**src/rtl/tsa_pkg.sv**
```systemverilog
package tsa_pkg;
  localparam int N_TDM  = 2;
  localparam int N_RT   = 2 * N_TDM;
  localparam int RT_W   = $clog2(N_RT);
  localparam int STRB_W = 4;
  localparam int CH_W   = 3;
  localparam int CNT_W  = 4;
  localparam int WORD_W = 16;
  localparam int RSVD_B = 9;

  typedef struct packed {
    logic              loop;
    logic              swap;
    logic [STRB_W-1:0] strb;
    logic [CH_W-1:0]   chan;
    logic [CNT_W-1:0]  cnt;
    logic              byte_g;
    logic              last;
  } slot_t;
endpackage

```
**src/rtl/tsa_route_mem.sv**
```systemverilog
module tsa_route_mem
  import tsa_pkg::*;
#(
  parameter int N_ENT = 16,
  localparam int IDX_W = 1 + RT_W + $clog2(N_ENT),
  localparam int DEPTH = 2 * N_RT * N_ENT
) (
  input  logic                       clk_i,
  input  logic                       rst_ni,
  input  logic                       wr_en_i,
  input  logic [IDX_W-1:0]           wr_idx_i,
  input  logic [WORD_W-1:0]          wr_data_i,
  input  logic [N_RT-1:0][IDX_W-1:0] rd_idx_i,
  output slot_t [N_RT-1:0]           rd_ent_o
);
  slot_t mem_q [DEPTH];

  always_ff @(posedge clk_i or negedge rst_ni) begin
    if (!rst_ni) begin
      for (int i = 0; i < DEPTH; i++) mem_q[i] <= '0;
    end else if (wr_en_i) begin
      mem_q[wr_idx_i] <= {wr_data_i[WORD_W-1:RSVD_B+1], wr_data_i[RSVD_B-1:0]};
    end
  end

  for (genvar r = 0; r < N_RT; r++) begin : g_rd
    assign rd_ent_o[r] = mem_q[rd_idx_i[r]];
  end

  AST_RSVD_CLEAR: assert property (@(posedge clk_i) disable iff (!rst_ni)
    wr_en_i |-> !wr_data_i[RSVD_B]);
endmodule

```
**src/rtl/tsa_seq.sv**
```systemverilog
module tsa_seq
  import tsa_pkg::*;
#(
  parameter int N_ENT = 16,
  localparam int PTR_W = $clog2(N_ENT),
  localparam int BC_W  = CNT_W + 3
) (
  input  logic             clk_i,
  input  logic             rst_ni,
  input  logic             tick_i,
  input  logic             sync_i,
  input  logic             sw_req_i,
  input  logic [CNT_W-1:0] cnt_i,
  input  logic             byte_i,
  input  logic             last_i,
  output logic [PTR_W-1:0] ptr_o,
  output logic             run_o,
  output logic             bank_o
);
  logic [PTR_W-1:0] ptr_q;
  logic [BC_W-1:0]  bcnt_q, len_m1;
  logic             run_q, bank_q, pend_q, done;

  assign len_m1 = byte_i ? {cnt_i, 3'b111} : {3'b000, cnt_i};
  assign done   = (bcnt_q == len_m1);

  always_ff @(posedge clk_i or negedge rst_ni) begin
    if (!rst_ni) begin
      ptr_q  <= '0;
      bcnt_q <= '0;
      run_q  <= 1'b0;
      bank_q <= 1'b0;
      pend_q <= 1'b0;
    end else begin
      if (sw_req_i) pend_q <= 1'b1;
      if (tick_i) begin
        if (sync_i) begin
          run_q  <= 1'b1;
          ptr_q  <= '0;
          bcnt_q <= '0;
          if (pend_q || sw_req_i) begin
            bank_q <= ~bank_q;
            pend_q <= 1'b0;
          end
        end else if (run_q) begin
          if (done) begin
            bcnt_q <= '0;
            if (last_i || ptr_q == PTR_W'(N_ENT - 1)) run_q <= 1'b0;
            else ptr_q <= ptr_q + 1'b1;
          end else begin
            bcnt_q <= bcnt_q + 1'b1;
          end
        end
      end
    end
  end

  assign ptr_o  = ptr_q;
  assign run_o  = run_q;
  assign bank_o = bank_q;

  AST_SYNC_RESTART: assert property (@(posedge clk_i) disable iff (!rst_ni)
    tick_i && sync_i |=> run_q && ptr_q == '0 && bcnt_q == '0);
  AST_HOLD_NO_TICK: assert property (@(posedge clk_i) disable iff (!rst_ni)
    !tick_i |=> $stable(ptr_q) && $stable(run_q) && $stable(bcnt_q));
  AST_STOP_AFTER_LAST: assert property (@(posedge clk_i) disable iff (!rst_ni)
    run_q && tick_i && !sync_i && done && last_i |=> !run_q);
  AST_BANK_AT_SYNC: assert property (@(posedge clk_i) disable iff (!rst_ni)
    !(tick_i && sync_i) |=> $stable(bank_q));
endmodule

```
**src/rtl/tsa_pin_mux.sv**
```systemverilog
module tsa_pin_mux
  import tsa_pkg::*;
(
  input  logic            clk_i,
  input  logic            rst_ni,
  input  logic            rx_tick_i,
  input  logic            tx_tick_i,
  input  logic [CH_W-1:0] rx_chan_i,
  input  logic            rx_loop_i,
  input  logic            rx_swap_i,
  input  logic [CH_W-1:0] tx_chan_i,
  input  logic            tx_loop_i,
  input  logic            rx_pin_i,
  input  logic            tx_pin_i,
  input  logic            tx_bit_i,
  output logic            rx_pin_o,
  output logic            rx_pin_oe_o,
  output logic            tx_pin_o,
  output logic            tx_pin_oe_o,
  output logic            rx_bit_o,
  output logic            rx_valid_o,
  output logic            tx_take_o
);
  logic tx_drive;

  assign tx_drive    = (tx_chan_i != '0) && !tx_loop_i;
  assign tx_pin_o    = tx_bit_i;
  assign rx_pin_o    = tx_bit_i;
  assign tx_pin_oe_o = tx_drive && !rx_swap_i;
  assign rx_pin_oe_o = tx_drive && rx_swap_i;

  always_comb begin
    if (rx_loop_i)      rx_bit_o = tx_bit_i;
    else if (rx_swap_i) rx_bit_o = tx_pin_i;
    else                rx_bit_o = rx_pin_i;
  end

  assign rx_valid_o = rx_tick_i && (rx_chan_i != '0);
  assign tx_take_o  = tx_tick_i && (tx_chan_i != '0);

  AST_ONE_DRIVER: assert property (@(posedge clk_i) disable iff (!rst_ni)
    !(rx_pin_oe_o && tx_pin_oe_o));
  AST_IDLE_SLOT_QUIET: assert property (@(posedge clk_i) disable iff (!rst_ni)
    tx_chan_i == '0 |-> !tx_pin_oe_o && !rx_pin_oe_o && !tx_take_o);
  AST_LOOP_OFF_LINE: assert property (@(posedge clk_i) disable iff (!rst_ni)
    tx_loop_i |-> !tx_pin_oe_o && !rx_pin_oe_o);
endmodule

```
**src/rtl/tdm_slot_assigner.sv**
```systemverilog
module tdm_slot_assigner
  import tsa_pkg::*;
#(
  parameter int N_ENT = 16,
  localparam int PTR_W = $clog2(N_ENT),
  localparam int IDX_W = 1 + RT_W + PTR_W
) (
  input  logic                   clk_i,
  input  logic                   rst_ni,
  input  logic                   wr_en_i,
  input  logic [IDX_W-1:0]       wr_idx_i,
  input  logic [WORD_W-1:0]      wr_data_i,
  input  logic [N_RT-1:0]        tick_i,
  input  logic [N_RT-1:0]        sync_i,
  input  logic [N_RT-1:0]        sw_req_i,
  output logic [N_RT-1:0]        bank_o,
  input  logic [N_TDM-1:0]       rx_pin_i,
  output logic [N_TDM-1:0]       rx_pin_o,
  output logic [N_TDM-1:0]       rx_pin_oe_o,
  input  logic [N_TDM-1:0]       tx_pin_i,
  output logic [N_TDM-1:0]       tx_pin_o,
  output logic [N_TDM-1:0]       tx_pin_oe_o,
  input  logic [N_TDM-1:0]       tx_bit_i,
  output logic [N_TDM-1:0]       rx_bit_o,
  output logic [N_TDM-1:0]       rx_valid_o,
  output logic [N_TDM-1:0]       tx_take_o,
  output logic [N_RT*CH_W-1:0]   chan_o,
  output logic [N_RT*STRB_W-1:0] strb_o
);
  logic [N_RT-1:0][IDX_W-1:0] rd_idx;
  slot_t [N_RT-1:0]           rd_ent;
  logic [N_RT-1:0][PTR_W-1:0] ptr;
  logic [N_RT-1:0]            run;
  logic [N_RT-1:0][CH_W-1:0]  cur_chan;
  logic [N_RT-1:0]            cur_loop, cur_swap;

  tsa_route_mem #(.N_ENT(N_ENT)) u_mem (
    .clk_i, .rst_ni, .wr_en_i, .wr_idx_i, .wr_data_i,
    .rd_idx_i(rd_idx), .rd_ent_o(rd_ent)
  );

  for (genvar r = 0; r < N_RT; r++) begin : g_rt
    tsa_seq #(.N_ENT(N_ENT)) u_seq (
      .clk_i, .rst_ni,
      .tick_i(tick_i[r]), .sync_i(sync_i[r]), .sw_req_i(sw_req_i[r]),
      .cnt_i(rd_ent[r].cnt), .byte_i(rd_ent[r].byte_g), .last_i(rd_ent[r].last),
      .ptr_o(ptr[r]), .run_o(run[r]), .bank_o(bank_o[r])
    );
    assign rd_idx[r] = {bank_o[r], RT_W'(r), ptr[r]};
    assign cur_chan[r] = run[r] ? rd_ent[r].chan : '0;
    assign cur_loop[r] = run[r] & rd_ent[r].loop;
    assign cur_swap[r] = run[r] & rd_ent[r].swap;
    assign chan_o[r*CH_W +: CH_W]       = cur_chan[r];
    assign strb_o[r*STRB_W +: STRB_W]   = run[r] ? rd_ent[r].strb : '0;
  end

  for (genvar t = 0; t < N_TDM; t++) begin : g_tdm
    // swap flag taken from the receive route only
    tsa_pin_mux u_mux (
      .clk_i, .rst_ni,
      .rx_tick_i(tick_i[t]), .tx_tick_i(tick_i[N_TDM+t]),
      .rx_chan_i(cur_chan[t]), .rx_loop_i(cur_loop[t]), .rx_swap_i(cur_swap[t]),
      .tx_chan_i(cur_chan[N_TDM+t]), .tx_loop_i(cur_loop[N_TDM+t]),
      .rx_pin_i(rx_pin_i[t]), .tx_pin_i(tx_pin_i[t]), .tx_bit_i(tx_bit_i[t]),
      .rx_pin_o(rx_pin_o[t]), .rx_pin_oe_o(rx_pin_oe_o[t]),
      .tx_pin_o(tx_pin_o[t]), .tx_pin_oe_o(tx_pin_oe_o[t]),
      .rx_bit_o(rx_bit_o[t]), .rx_valid_o(rx_valid_o[t]), .tx_take_o(tx_take_o[t])
    );
  end

  // an unused transmit swap flag must not leak into the pin muxes
  AST_TX_SWAP_INERT: assert property (@(posedge clk_i) disable iff (!rst_ni)
    !cur_swap[0] && !cur_swap[1] |-> rx_pin_oe_o == '0);
endmodule

```
**config.mk**
```make
export PLATFORM = sky130hd
export DESIGN_NAME = tdm_slot_assigner
export DESIGN_NICKNAME = d
export VERILOG_FILES = /design/src/rtl/tsa_pkg.sv /design/src/rtl/tsa_route_mem.sv /design/src/rtl/tsa_seq.sv /design/src/rtl/tsa_pin_mux.sv /design/src/rtl/tdm_slot_assigner.sv
export SDC_FILE = /design/constraint.sdc
export NUM_CORES = 2
export LEC_CHECK = 0
export ABC_AREA = 0
export BUFFER_PORTS_ARGS = -buffer_cell sky130_fd_sc_hd__clkbuf_2
export CAP_MARGIN = 25
export CELL_PAD_IN_SITES_DETAIL_PLACEMENT = 2
export CELL_PAD_IN_SITES_GLOBAL_PLACEMENT = 2
export CORE_MARGIN = 10
export CORE_UTILIZATION = 51
export DETAILED_ROUTE_END_ITERATION = 8
export PLACE_DENSITY = 0.84
export SETUP_SLACK_MARGIN = 0.1
export SLEW_MARGIN = 20
export SYNTH_ARGS = -nofsm -noshare
export SYNTH_HDL_FRONTEND = slang
export SYNTH_SLANG_ARGS = --single-unit
```
**constraint.sdc**
```tcl
create_clock -name clk_i -period 10.5 [get_ports clk_i]
set_clock_uncertainty 0.2 [all_clocks]
set_input_delay 0.525 -clock clk_i [delete_from_list [all_inputs] [get_ports clk_i]]
set_output_delay 0.525 -clock clk_i [all_outputs]
set_load 0.02 [all_outputs]
```
# ---- Yosys cells after proc, flatten, opt, wreduce, memory -nomap -nowiden
# Cells that the tools add are included.
dict set report word_totals {
  ff_bits 1976
  input_bits 44
  out_inout_bits 46
  elab_cells 1095
}
dict set report classes {
  add_sub_neg 8
  order_cmp 6
  eq_ne 12
  mux 91
  bitwise_logic 15
  reduce_logical 47
}
# operator count
set op_table {}
lappend op_table {{$bwmux W1920} 1}
lappend op_table {{$bmux W15 S7} 4}
lappend op_table {{$mux W15} 9}
lappend op_table {{$mux W7} 16}
lappend op_table {{$demux W15 S7} 1}
lappend op_table {{$mux W4} 20}
lappend op_table {{$ge A8 B8 Y1 const B} 5}
lappend op_table {{$not A7 Y8} 5}
lappend op_table {{$mux W1} 36}
lappend op_table {{$add A7 B1 Y7 const B} 4}
lappend op_table {{$eq A7 B7 Y1} 4}
lappend op_table {{$add A4 B1 Y4 const B} 4}
lappend op_table {{$eq A4 B4 Y1 const B} 4}
lappend op_table {{$reduce_and A4 Y1} 4}
lappend op_table {{$reduce_bool A2 Y1} 8}
lappend op_table {{$mux W3} 4}
lappend op_table {{$reduce_and A3 Y1} 4}
lappend op_table {{$reduce_bool A3 Y1} 4}
lappend op_table {{$logic_and A1 B1 Y1} 11}
lappend op_table {{$logic_or A1 B1 Y1} 8}
lappend op_table {{$lt A8 B1 Y1 const B} 1}
lappend op_table {{$ne A2 B2 Y1 const B} 4}
lappend op_table {{$reduce_and A2 Y1} 4}
lappend op_table {{$and A1 B1 Y1} 6}
lappend op_table {{other kinds (2)} 8}

# ---- Depth between registers and ports, before layout
dict set report logic_depth {
  ltp_word 9
  depth_mapped 17
  mapped_depth_nobuf 9
}

# ---- By module
# A second synthesis with hierarchy kept.
dict set report unflattened {
  cells_unflattened 8000
  hier_area_um2 135642.6
}
# module instances cells_each area_per_inst_um2 seq_area_each_um2
set modules_own_cells {}
lappend modules_own_cells {tsa_route_mem 1 7518 131499.9 48046.1}
lappend modules_own_cells {{tsa_seq (g_rt[0].u_seq ...)} 3 106 943.4 350.3}
lappend modules_own_cells {{tsa_seq (g_rt[1].u_seq)} 1 108 949.7 350.3}
lappend modules_own_cells {tdm_slot_assigner 1 36 220.2 0.0}
lappend modules_own_cells {tsa_pin_mux 2 10 71.3 0.0}

# ---- Least setup slack after synthesis
# OpenSTA, ideal clock, no wires.
dict set report synth_path {
  kind {register to output}
  from {register g_rt[2].u_seq.ptr_q[1]}
  to {output port tx_pin_oe_o[0]}
  arrival_time_ns 3.520
  required_ns 9.775
  path_slack_ns 6.255
  path_stages_with_launch 14
  n_path_buf 7
  cell_sequence {dfrtp_1 buf_2 buf_1 buf_2 buf_1 buf_2 buf_1 mux4_2 mux4_2 mux2_2 nand2_1 nand2_1 a21oi_1 buf_4}
}
dict set report synth_via {
  elab_chain_len 8
  word_cells_on_any_way 10
  cone_classes {4 x mux; 2 x bitwise; 4 x reduce/logical}
}
# item line_no
set synth_rtl {}
lappend synth_rtl {{start: declaration} tsa_seq.sv:20} ;# logic [PTR_W-1:0] ptr_q;
lappend synth_rtl {{start signal: assignment} tsa_seq.sv:49} ;# else ptr_q <= ptr_q + 1'b1;
lappend synth_rtl {{$not A7 Y8 (not written as such) (*)} tsa_route_mem.sv:27} ;# assign rd_ent_o[r] = mem_q[rd_idx_i[r]];
lappend synth_rtl {{$bmux W15 S7 (*)} tsa_route_mem.sv:27}
lappend synth_rtl {{$mux W15 (not written as such) (*) (2 in series)} tsa_route_mem.sv:27}
lappend synth_rtl {{$mux W3 or $and A1 B1 Y1 (tied branches)} {tdm_slot_assigner.sv:50, tdm_slot_assigner.sv:51}}
lappend synth_rtl {{$reduce_bool A3 Y1 or $logic_not A1 Y1 (tied branches)} tsa_pin_mux.sv:26} ;# assign tx_drive = (tx_chan_i != '0) && !tx_loop_i;
lappend synth_rtl {{$logic_and A1 B1 Y1 (*)} tsa_pin_mux.sv:26}
lappend synth_rtl {{$logic_and A1 B1 Y1 (*)} tsa_pin_mux.sv:29} ;# assign tx_pin_oe_o = tx_drive && !rx_swap_i;
lappend synth_rtl {{end: declaration} tdm_slot_assigner.sv:22} ;# output logic [N_TDM-1:0] tx_pin_oe_o,
# Mark *: on every way between the ends. The rest lies on a longest branch, timed or not. The select of a mux whose other input is x is not followed.

# ---- Worst setup path in the final report
dict set report layout_path {
  from {register g_rt[1].u_seq.ptr_q[1]}
  to {output port rx_bit_o[1]}
}
dict set report layout_via {
  elab_chain_len 7
  word_cells_on_any_way 8
  cone_classes {5 x mux; 3 x bitwise}
}
# item line_no
set layout_rtl {}
lappend layout_rtl {{start: declaration} tsa_seq.sv:20}
lappend layout_rtl {{start signal: assignment} tsa_seq.sv:49}
lappend layout_rtl {{$not A7 Y8 (not written as such) (*)} tsa_route_mem.sv:27}
lappend layout_rtl {{$bmux W15 S7 (*)} tsa_route_mem.sv:27}
lappend layout_rtl {{$mux W15 (not written as such) (*) (2 in series)} tsa_route_mem.sv:27}
lappend layout_rtl {{$and A1 B1 Y1} tdm_slot_assigner.sv:52} ;# assign cur_swap[r] = run[r] & rd_ent[r].swap;
lappend layout_rtl {{$mux W1} tsa_pin_mux.sv:34} ;# else if (rx_swap_i) rx_bit_o = tx_pin_i;
lappend layout_rtl {{$mux W1 (*)} tsa_pin_mux.sv:33} ;# if (rx_loop_i) rx_bit_o = tx_bit_i;
lappend layout_rtl {{end: declaration} tdm_slot_assigner.sv:24} ;# output logic [N_TDM-1:0] rx_bit_o,
# Marks and branches as above.

==> metrics.csv <==
stage,metric,value,unit
placement,dp.cells,8097,
final_layout,fin_cells,8523,
die,core.rowCount,153,
synthesis,synth_top_area_cell,dfrtp_1,
final_layout,multiInputGateArea,38600,sq um
grt,grt_max_degree,182,
synthesis,yosys_most_used_dff,dfrtp_1,
run_status,status,finished with violations,
routing,first_pass_iters,6,
critical_path,cp_data_arrival_time,7300,ps
clocking,cts-root-buf,clkbuf_16,
synthesis,synth.cell_area,88900,sq um
final_layout,area_delta_synth_final,11.0,%
run_status,violations,"capacitance limit, slew limit",
routing,post_drt_wl_per_cell,50.2,microns
final_layout,finish.net_count,6065,
sta,slew_viol_final,4,
die,dieArea,191000,sq um
routing,vias,65800,
synthesis,synth_top_area_share,53.8,%
clocking,cts_tree,done,
clocking,cts_sinks,1912,
clocking,cts_buffers,202,
die,design.core.area,174000,sq um
sta,fin_crit_sh,76.4,%
synthesis,syn_nets,6165,
run,maxCapViolations,2,
routing,drtIter0Drc,9704,
critical_path,endpoint_kind,output port,
synthesis,async_flop_share,100,%
placement,placed_area,91200,sq um
power,ir_drop,0.000217,V
placement,numPortBuffers,88,
die,start_util,51.2,%
routing,viasPerCell,7.72,
die,ios,90,
synthesis,ys_warn_count,0,
sta,hold_violations,0,
final_layout,fill_cells,14800,
grt,grt_pass1_wl,519,mm
grt,grtUsageTotal,36.5,%
clocking,worstSkewPairLatency,950,ps
final_layout,utilization,56.8,%
power,p_per_area,229,nW/um^2
synthesis,syn_area_per_cell,14.5,sq um
routing,drc,0,
synthesis,netlist_instances,6113,
sta,worst_slew_pin_slew,1990,ps
final_layout,layout-drive-gt1-share,45.8,%
min_path,min_path_type,input port to async pin,
grt,antenna_found_initial,28,
clocking,clk_path_buf_depth,3,
die,die_h,437,microns
power,finalPower,0.0226,W
critical_path,path_class,flop to output port,
sta,min_period,8020,ps
final_layout,layout_common_cells,"1,902 x dfrtp_1, 1,874 x mux2_2, 348 x mux2i_1",
critical_path,crit_required,9780,ps
synthesis,yosys-top-cells-area,"dfrtp_1 54%, mux2_2 24%, mux4_2 8.4%",
synthesis,synth_edf_count,0,
sta,rsz0062_at_grt,no,
power,p_leak,45.8,nW
die,dieWidth,437,microns
placement,gp_congestion,0.786,
final_layout,regArea,47900,sq um
critical_path,cp_max_fo,46,
placement,place_hpwl,178,mm
sta,setup_viol,0,
clocking,cts-htree-levels,4,
grt,grt_pass1_vias,68100,
final_layout,fin_area,98600,sq um
sta,tns,0,ps
synthesis,synth-seq-area-share,53.8,%
synthesis,synth_cell_types,83,
routing,ant_nets,0,
sta,fmax,0.125,GHz
clocking,clk_pin_slew_worst_paths,90,ps
synthesis,synth_seq_cells,1912,
routing,finalWirelength,428,mm
grt,grt-ovfl-total,0,
critical_path,start_kind,flop,
sta,maxSlewHeadroom,-34.0,%
final_layout,final_common_cell,dfrtp_1,
[final timing paths]
check	from	slack, ps	to	cells past startpoint
hold / removal	rst_ni	60	u_mem.mem_q[500]$_DFFE_PN0P_	2
setup reg to reg	g_rt[3].u_seq.ptr_o[0]$_DFFE_PN0P_	4370	g_rt[3].u_seq.bcnt_q[3]$_DFFE_PN0P_	10
setup / recovery	g_rt[1].u_seq.ptr_o[1]$_DFFE_PN0P_	2480	rx_bit_o[1]	10
max in group asynchronous	rst_ni	7440	g_rt[2].u_seq.ptr_o[1]$_DFFE_PN0P_	5
hold reg to reg	u_mem.mem_q[86]$_DFFE_PN0P_	300	u_mem.mem_q[86]$_DFFE_PN0P_	1
min in group clk_i	sync_i[1]	100	g_rt[1].u_seq.bcnt_q[5]$_DFFE_PN0P_	2
[routing by layer]
metal / vias up / GRT usage (%) / share of wire, %
met4: 26 / 21.3 / 9.9
met5: - / 0 / 0.042
li1: 22500 / - / -
met1: 35100 / 43.4 / 35
met2: 5789 / 62.0 / 46
met3: 2452 / 6.73 / 9.0
[registers in the layout, indices dropped and copies added, names as in the netlist]
signal,flops
g_rt.u_seq.bank_o,4
g_rt.u_seq.bcnt_q,28
g_rt.u_seq.pend_q,4
g_rt.u_seq.ptr_o,16
g_rt.u_seq.run_o,4
u_mem.mem_q,1856
[power by group]
part / switching (W) / internal (W)
combinational: 0.00361 / 0.00200
sequential: 0.000897 / 0.00800
clock: 0.00374 / 0.00438
total: 0.00824 / 0.0144
[per-stage QoR]
step | hold WS [ps] | worst slack (ps)
after floorplan | 29.4 | 6260
after global placement | 278 | 5240
after detailed placement | 289 | 5110
after CTS | 0.295 | 3920
after global routing | 130 | 2530
final | 56.6 | 2480
[area by class of cell]
| cell class | count | area share (%) |
|---|---|---|
| Tap cell | 2325 | 2.95 |
| Timing Repair Buffer | 262 | 2.22 |
| Clock inverter | 62 | 0.782 |
| Clock buffer | 301 | 6.15 |
| Sequential cell | 1912 | 48.5 |
| Antenna cell | 26 | 0.0660 |
| Multi-Input combinational cell | 3599 | 39.1 |
| Inverter | 36 | 0.137 |
[cell usage after synthesis (5+ instances only)]
cell type,number
and2_1,13
buf_6,7
nor3_1,42
a211o_1,5
mux2_2,1874
xor2_1,8
nor4_1,16
mux2i_1,348
nand4_1,11
a32o_1,6
buf_2,58
clkbuf_1,401
nor2b_1,24
o21ai_1,6
a211oi_1,21
nand3b_1,5
o311ai_0,5
a21oi_1,77
o21ai_0,32
o21a_1,9
o31ai_1,11
xnor2_1,16
nand2b_1,17
o221ai_1,118
mux4_1,6
a22oi_1,32
or2_2,9
o211ai_1,12
nand3_1,40
buf_1,65
or4_1,5
o22ai_1,68
and3_1,17
nor2_1,116
a22o_1,11
mux4_2,333
ha_1,8
dfrtp_1,1912
inv_1,31
buf_4,35
nand2_1,195
or3_1,13
[what timing repair did]
| action | 4_1_cts | 5_1_grt |
|---|---|---|
| gates resized for setup | 0 | 0 |
| hold buffers | 19 | 0 |
| buffers inserted | 0 | 0 |
| endpoints found under the hold margin | 151 | 0 |
[logic make-up after synthesis]
group                    after synthesis  synth area share (%)
multiplexers                        2562                  36.3
buffers and inverters                602                  2.83
AND/OR/NAND/NOR                      541                  2.89
AO/OA/AOI/OAI                        464                  3.79
adder cells (fa/ha/maj)                8                 0.113
XOR/XNOR                              24                 0.237
flip-flops                          1912                  53.8
[critical path: stages, from the launching register on]
cell and delay [ps]:
dfrtp_4 1000, buf_4 660, nand2_1 900, o221ai_1 700, o22ai_1 220, nor3_1 1580
o21ai_1 370, buf_4 350, mux2i_1 170, a21oi_1 200, clkbuf_2 220
(Power assumes the default switching activity.)
